==> config.mk <==
export PLATFORM = sky130hd
export DESIGN_NAME = psw_fb_divider
export DESIGN_NICKNAME = d
export VERILOG_FILES = /design/src/rtl/psw_pkg.sv /design/src/rtl/psw_core45.sv /design/src/rtl/psw_prescaler.sv /design/src/rtl/psw_cfg.sv /design/src/rtl/psw_counters.sv /design/src/rtl/psw_fb_divider.sv
export SDC_FILE = /design/constraint.sdc
export NUM_CORES = 1
export LEC_CHECK = 0
export ABC_CLOCK_PERIOD_IN_PS = 2000
export BUFFER_PORTS_ARGS = -buffer_cell sky130_fd_sc_hd__buf_2
export CAP_MARGIN = 20
export CORE_UTILIZATION = 54
export CTS_BUF_LIST = sky130_fd_sc_hd__clkbuf_16
export CTS_CLUSTER_SIZE = 28
export DETAILED_ROUTE_END_ITERATION = 10
export PLACE_DENSITY = 0.73
export RECOVER_POWER = 100
export SLEW_MARGIN = 20
export SYNTH_ARGS = -nofsm -noshare
export SYNTH_HDL_FRONTEND = slang
export SYNTH_SLANG_ARGS = --single-unit
export TNS_END_PERCENT = 50
==> constraint.sdc <==
create_clock -name clk -period 2 [get_ports clk]
set_input_delay 0.1 -clock clk [delete_from_list [all_inputs] [get_ports clk]]
set_output_delay 0.1 -clock clk [all_outputs]
set_load 0.03 [all_outputs]
==> src/rtl/psw_pkg.sv <==
`timescale 1ns/1ps
package psw_pkg;
  localparam int MODE_W   = 2;
  localparam int A_W      = 6;
  localparam int B_W      = 13;
  localparam int CORE_W   = 3;
  localparam int B_MIN    = 3;

  typedef enum logic [MODE_W-1:0] {
    PS_8_9   = 2'd0,
    PS_16_17 = 2'd1,
    PS_32_33 = 2'd2,
    PS_64_65 = 2'd3
  } ps_mode_e;

  function automatic int unsigned ps_modulus(logic [MODE_W-1:0] m);
    return 32'd8 << m;
  endfunction
endpackage

==> src/rtl/psw_core45.sv <==
`timescale 1ns/1ps
module psw_core45
  import psw_pkg::*;
(
  input  logic clk,
  input  logic rst,
  input  logic swallow,
  output logic core_tc
);
  logic [CORE_W-1:0] cnt;
  logic [CORE_W-1:0] term;

  assign term    = swallow ? CORE_W'(4) : CORE_W'(3);
  assign core_tc = (cnt == term);

  always_ff @(posedge clk) begin
    if (rst)          cnt <= '0;
    else if (core_tc) cnt <= '0;
    else              cnt <= cnt + CORE_W'(1);
  end

  assert_core_range_R3: assert property (@(posedge clk) disable iff (rst)
    cnt <= CORE_W'(4));
  assert_core_wrap_R3: assert property (@(posedge clk) disable iff (rst)
    core_tc |=> (cnt == '0));
endmodule

==> src/rtl/psw_prescaler.sv <==
`timescale 1ns/1ps
module psw_prescaler
  import psw_pkg::*;
#(
  parameter int EXT_STAGES = 4
) (
  input  logic              clk,
  input  logic              rst,
  input  logic [MODE_W-1:0] mode,
  input  logic              mc,
  output logic              pre_tc
);
  logic [EXT_STAGES-1:0] stage_q;
  logic [EXT_STAGES-1:0] stage_en;
  logic [EXT_STAGES-1:0] lower_ones;
  logic                  ext_last;
  logic                  core_tc;
  logic                  swallow;

  always_comb begin
    logic acc;
    acc = 1'b1;
    for (int i = 0; i < EXT_STAGES; i++) begin
      stage_en[i]   = (i <= int'(mode));
      lower_ones[i] = acc;
      acc           = acc & (stage_q[i] | ~stage_en[i]);
    end
    ext_last = acc;
  end

  assign swallow = mc & ext_last;
  assign pre_tc  = core_tc & ext_last;

  psw_core45 u_core (
    .clk     (clk),
    .rst     (rst),
    .swallow (swallow),
    .core_tc (core_tc)
  );

  for (genvar g = 0; g < EXT_STAGES; g++) begin : g_div2
    always_ff @(posedge clk) begin
      if (rst || !stage_en[g])           stage_q[g] <= 1'b0;
      else if (core_tc && lower_ones[g]) stage_q[g] <= ~stage_q[g];
    end
  end

  assert_pre_spacing_R3: assert property (@(posedge clk) disable iff (rst)
    pre_tc |=> !pre_tc);
endmodule

==> src/rtl/psw_cfg.sv <==
`timescale 1ns/1ps
module psw_cfg
  import psw_pkg::*;
#(
  parameter logic [MODE_W-1:0] RST_MODE = '0,
  parameter logic [A_W-1:0]    RST_A    = A_W'(5),
  parameter logic [B_W-1:0]    RST_B    = B_W'(10)
) (
  input  logic              clk,
  input  logic              rst,
  input  logic              we,
  input  logic [MODE_W-1:0] wr_mode,
  input  logic [A_W-1:0]    wr_a,
  input  logic [B_W-1:0]    wr_b,
  input  logic              boundary,
  output logic [MODE_W-1:0] pend_mode,
  output logic [A_W-1:0]    pend_a,
  output logic [B_W-1:0]    pend_b,
  output logic [MODE_W-1:0] act_mode,
  output logic              err
);
  logic wr_legal;

  assign wr_legal = (wr_b >= B_W'(B_MIN)) &&
                    ({{(B_W-A_W){1'b0}}, wr_a} <= wr_b);

  always_ff @(posedge clk) begin
    if (rst) begin
      pend_mode <= RST_MODE;
      pend_a    <= RST_A;
      pend_b    <= RST_B;
      act_mode  <= RST_MODE;
      err       <= 1'b0;
    end else begin
      if (we) begin
        if (wr_legal) begin
          pend_mode <= wr_mode;
          pend_a    <= wr_a;
          pend_b    <= wr_b;
          err       <= 1'b0;
        end else begin
          err       <= 1'b1;
        end
      end
      if (boundary) act_mode <= pend_mode;
    end
  end

  assert_legal_pending_R7: assert property (@(posedge clk) disable iff (rst)
    ({{(B_W-A_W){1'b0}}, pend_a} <= pend_b) && (pend_b >= B_W'(B_MIN)));
  assert_reject_hold_R7: assert property (@(posedge clk) disable iff (rst)
    (we && !wr_legal) |=> (err && $stable(pend_a) && $stable(pend_b) && $stable(pend_mode)));
  assert_accept_clear_R8: assert property (@(posedge clk) disable iff (rst)
    (we && wr_legal) |=> !err);
endmodule

==> src/rtl/psw_counters.sv <==
`timescale 1ns/1ps
module psw_counters
  import psw_pkg::*;
#(
  parameter logic [A_W-1:0] RST_A = A_W'(5),
  parameter logic [B_W-1:0] RST_B = B_W'(10)
) (
  input  logic           clk,
  input  logic           rst,
  input  logic           pre_tc,
  input  logic [A_W-1:0] load_a,
  input  logic [B_W-1:0] load_b,
  output logic           mc,
  output logic           boundary
);
  logic [A_W-1:0] a_rem;
  logic [B_W-1:0] b_rem;

  assign mc       = (a_rem != '0);
  assign boundary = pre_tc && (b_rem == B_W'(1));

  always_ff @(posedge clk) begin
    if (rst) begin
      a_rem <= RST_A;
      b_rem <= RST_B;
    end else if (boundary) begin
      a_rem <= load_a;
      b_rem <= load_b;
    end else if (pre_tc) begin
      b_rem <= b_rem - B_W'(1);
      if (a_rem != '0) a_rem <= a_rem - A_W'(1);
    end
  end

  assert_swallow_order_R6: assert property (@(posedge clk) disable iff (rst)
    {{(B_W-A_W){1'b0}}, a_rem} <= b_rem);
  assert_period_hold_R6: assert property (@(posedge clk) disable iff (rst)
    !pre_tc |=> ($stable(a_rem) && $stable(b_rem)));
  assert_main_nonzero_R1: assert property (@(posedge clk) disable iff (rst)
    b_rem != '0);
endmodule

==> src/rtl/psw_fb_divider.sv <==
`timescale 1ns/1ps
module psw_fb_divider
  import psw_pkg::*;
#(
  parameter int                EXT_STAGES = 4,
  parameter logic [MODE_W-1:0] RST_MODE   = '0,
  parameter logic [A_W-1:0]    RST_A      = A_W'(5),
  parameter logic [B_W-1:0]    RST_B      = B_W'(10)
) (
  input  logic              clk,
  input  logic              rst,
  input  logic              cfg_we,
  input  logic [MODE_W-1:0] cfg_mode,
  input  logic [A_W-1:0]    cfg_a,
  input  logic [B_W-1:0]    cfg_b,
  output logic              div_pulse,
  output logic              cfg_err
);
  logic [MODE_W-1:0] pend_mode;
  logic [A_W-1:0]    pend_a;
  logic [B_W-1:0]    pend_b;
  logic [MODE_W-1:0] act_mode;
  logic              mc;
  logic              pre_tc;
  logic              boundary;

  psw_cfg #(.RST_MODE(RST_MODE), .RST_A(RST_A), .RST_B(RST_B)) u_cfg (
    .clk       (clk),
    .rst       (rst),
    .we        (cfg_we),
    .wr_mode   (cfg_mode),
    .wr_a      (cfg_a),
    .wr_b      (cfg_b),
    .boundary  (boundary),
    .pend_mode (pend_mode),
    .pend_a    (pend_a),
    .pend_b    (pend_b),
    .act_mode  (act_mode),
    .err       (cfg_err)
  );

  psw_prescaler #(.EXT_STAGES(EXT_STAGES)) u_pre (
    .clk    (clk),
    .rst    (rst),
    .mode   (act_mode),
    .mc     (mc),
    .pre_tc (pre_tc)
  );

  psw_counters #(.RST_A(RST_A), .RST_B(RST_B)) u_cnt (
    .clk      (clk),
    .rst      (rst),
    .pre_tc   (pre_tc),
    .load_a   (pend_a),
    .load_b   (pend_b),
    .mc       (mc),
    .boundary (boundary)
  );

  always_ff @(posedge clk) begin
    if (rst) div_pulse <= 1'b0;
    else     div_pulse <= boundary;
  end

  assert_one_cycle_R10: assert property (@(posedge clk) disable iff (rst)
    div_pulse |=> !div_pulse);
  assert_cfg_boundary_R9: assert property (@(posedge clk) disable iff (rst)
    !boundary |=> $stable(act_mode));
endmodule

==> key figures <==
Outcome
  • Outcome: finished, violations left
  • Failing checks: negative setup slack

Worst hold path
  • Hold wc startpoint: cfg_b[12]
  • HP Class: in2reg

Timing
  • F_max: 484 MHz
  • Unrepaired setup endpoints after global routing: true
  • Worst Tran Pin Value: 537 ps
  • Max Transition Viols Final: 0
  • Final Skew: 10.2 ps
  • Post-route setup slack: -64.6 ps
  • Slew headroom: approximately 64%
  • Fin crit share: 103%
  • Endpoints failing setup: 8
  • Final hold viol count: 0
  • Fin crit period: 2060 ps

Clock tree
  • Root Driver: clkbuf_16
  • CTS tree: done
  • H-tree depth: 2
  • CTS buffer count: 5
  • Worst-path clk slew: 70 ps
  • Hold buffers post-CTS: 0
  • Deepest clock path buffer count: 2
  • Worst skew pair latency: 290 ps
  • Clock Sinks: 51

Global routing
  • Largest net degree at the start of global routing: 31
  • First-pass GRT wire length: 11500 um
  • GRT Total Usage: 26.2%
  • Initial antenna violation count: 0
  • Vias in the first global route: 2467
  • GRT overflow: 0

Drt
  • DR vias/cell: 5.99
  • Met1 Routed Length: 3500 um
  • ANT nets after route: 0
  • Routed WL: 7140 um
  • Met2 routed WL: 3260 um
  • Initial DRC Count: 266
  • Highest Signal Layer: met4
  • DRC viols: 0
  • TritonRoute pass-1 iters: 4
  • Vias: roughly 2800
  • Met3 WL: 312 um
  • Avg WL per Cell: 15.2 um

Floorplanning
  • Die area: 0.00575 sq mm
  • Die H: 75.8 um
  • Chip width: approximately 76 um
  • Top Ports: 26
  • Initial Utilization: a little under three fifths
  • Core area: between 0.005 and 0.006 sq mm
  • FP Rows: 26

Worst setup path
  • Worst endpoint required time: 2150 ps
  • Critical path data arrival time: 2220 ps
  • R2R Path Start: u_cnt.b_rem[1]
  • Crit Path Max Fanout: 5
  • Crit path launch: u_cnt.b_rem[1]
  • Endpoint class of the critical path: flop
  • CP Launch Type: flop
  • Setup Crit Path Kind: reg2reg

Place
  • Port buffer count: 25
  • GPL Wtd Cong: 0.875
  • Placed Area: 0.00334 sq mm
  • HPWL Detailed: 5100 um

Cells and area
  • Commonest non-fill, non-tap cell in the layout: dfxtp_1
  • Most frequent cells in the layout: 49 x dfxtp_1, 33 x buf_4, 26 x inv_1, 26 x nand2_1
  • # nets final: 433
  • Area Growth Syn to Fin: 21.0%
  • Antenna diodes: 0
  • Ratio of cells with drive above 1 in the final layout: a little over a quarter
  • Post-route cell area: approximately 0.0036 sq mm

Job
  • Max cap viols: 0

Synth
  • Synth unique cells: between 60 and 70
  • Post-synth EDFFs: 0
  • Synth warnings: 0
  • Syn Area/Cell: 8.46 sq um
  • Yosys reg bits: 51
  • Main synth FF type: dfxtp_1
  • Synth Cell Area: 0.00294 sq mm
  • Cells after Synth: 348
  • Ys async rst share: 0%
  • Syn Nets: around 380
  • Seq/Total Area, Yosys: 34.7%

Power
  • Power Density: 614 mW/mm^2
  • Total power: 2.19 mW
  • Cell leakage power: 1.50 nW
  • IR drop worst, VDD: between 0.3 and 0.4 mV
-- synth_stat cells, types with 2 or more instances --
master | n | area [sq um]
a211o_1 | 2 | 17.5
a211oi_1 | 5 | 37.5
a21o_1 | 2 | 15.0
a21oi_1 | 20 | 100
a22oi_1 | 2 | 15.0
a2bb2oi_1 | 2 | 17.5
a311oi_1 | 7 | 61.3
a31oi_1 | 3 | 18.8
a32oi_1 | 9 | 78.8
and2_1 | 2 | 12.5
and3_1 | 10 | 62.6
buf_2 | 3 | 15.0
buf_6 | 2 | 22.5
clkbuf_1 | 13 | 48.8
dfxtp_1 | 51 | 1020
ha_1 | 10 | 125
inv_1 | 26 | 97.6
mux2_2 | 2 | 22.5
mux2i_1 | 4 | 40.0
nand2_1 | 26 | 97.6
nand3_1 | 18 | 90.1
nand4_1 | 2 | 12.5
nand4b_1 | 2 | 17.5
nor2_1 | 24 | 90.1
nor2b_1 | 7 | 43.8
nor3_1 | 15 | 75.1
nor3b_1 | 3 | 22.5
nor4_1 | 5 | 31.3
nor4_4 | 2 | 42.5
o211ai_1 | 9 | 67.6
o21a_1 | 2 | 15.0
o21ai_0 | 7 | 35.0
o2bb2ai_1 | 2 | 17.5
o31ai_1 | 2 | 15.0
o41ai_1 | 2 | 17.5
or2_2 | 2 | 12.5
or3_1 | 4 | 25.0
or4b_2 | 9 | 90.1
xnor2_1 | 3 | 26.3
xor2_1 | 2 | 17.5
-- stage by stage --
step           worst slack (ps)  hold WS, ps  setup TNS [ps]  instances  util, %
2_1_floorplan              -119          247            -894        348        -
3_3_place_gp              -5.31          378           -5.31        458     64.6
3_5_place_dp              -50.3          385            -340        458     64.6
4_1_cts                   -6.49         78.3           -19.2        468     67.9
5_1_grt                    -135         85.7           -1390        470     68.9
6_report                  -64.6         76.9            -165        470     68.9
-- layout make-up --
cell class | count | area, sq um
Clock inverter | 3 | 21.3
Timing Repair Buffer | 63 | 407
Clock buffer | 5 | 125
Fill cell | 423 | 1610
Sequential cell | 51 | 1020
Tap cell | 70 | 87.6
Inverter | 26 | 97.6
Multi-Input combinational cell | 252 | 1800
-- worst max-delay path, stage by stage, from the launching register on --
cell and delay (ps):
dfxtp_2 330, inv_2 70, ha_4 130, or4b_4 500
nor4_4 300, buf_6 170, o21ai_2 60, o311ai_1 260
o31ai_1 110
-- cell families after synthesis --
family / share of synthesized area, %
AND/OR/NAND/NOR: 27.4
AO/OA/AOI/OAI: 23.7
flip-flops: 34.7
buffers and inverters: 6.37
adder cells (fa/ha/maj): 4.25
multiplexers: 2.12
XOR/XNOR: 1.49
-- layer usage --
layer | global-route usage [%] | vias to the layer above
li1 | - | 1403
met5 | 0 | -
met3 | 4.37 | 8
met4 | 7.41 | 0
met1 | 37.5 | 1330
met2 | 40.5 | 73
-- where the power goes --
part / internal (mW) / switching, mW / total [mW]
Clock: 0.464 / 0.380 / 0.844
Sequential: 1.06 / 0.0345 / 1.09
Combinational: 0.108 / 0.141 / 0.249
-- worst paths after layout --
check / endpoint / slack (ps) / cells after the start
worst min-delay path: u_cfg.pend_b[12] / 80 / 3
worst min register to register: u_pre.u_core.cnt[0] / 480 / 1
worst max register to register: u_cnt.b_rem[6] / -60 / 8
worst max-delay path: u_cnt.b_rem[6] / -60 / 8
-- state kept, by name, indices dropped and copies added, names as in the netlist --
register,flops
u_pre.u_core.cnt,3
u_pre.lower_ones,1
u_cfg.pend_mode,2
u_pre.stage_q,3
u_cfg.err,1
u_cnt.a_rem,6
u_cfg.act_mode,2
u_cnt.b_rem,13
u_cfg.pend_a,6
div_pulse,1
u_cfg.pend_b,13
-- what timing repair did --
action	4_1_cts	5_1_grt
pin swaps	0	5
setup endpoints to repair	10	22
resized for setup	3	10
cloned	0	1
setup buffers	2	1
(Power assumes the default switching activity.)
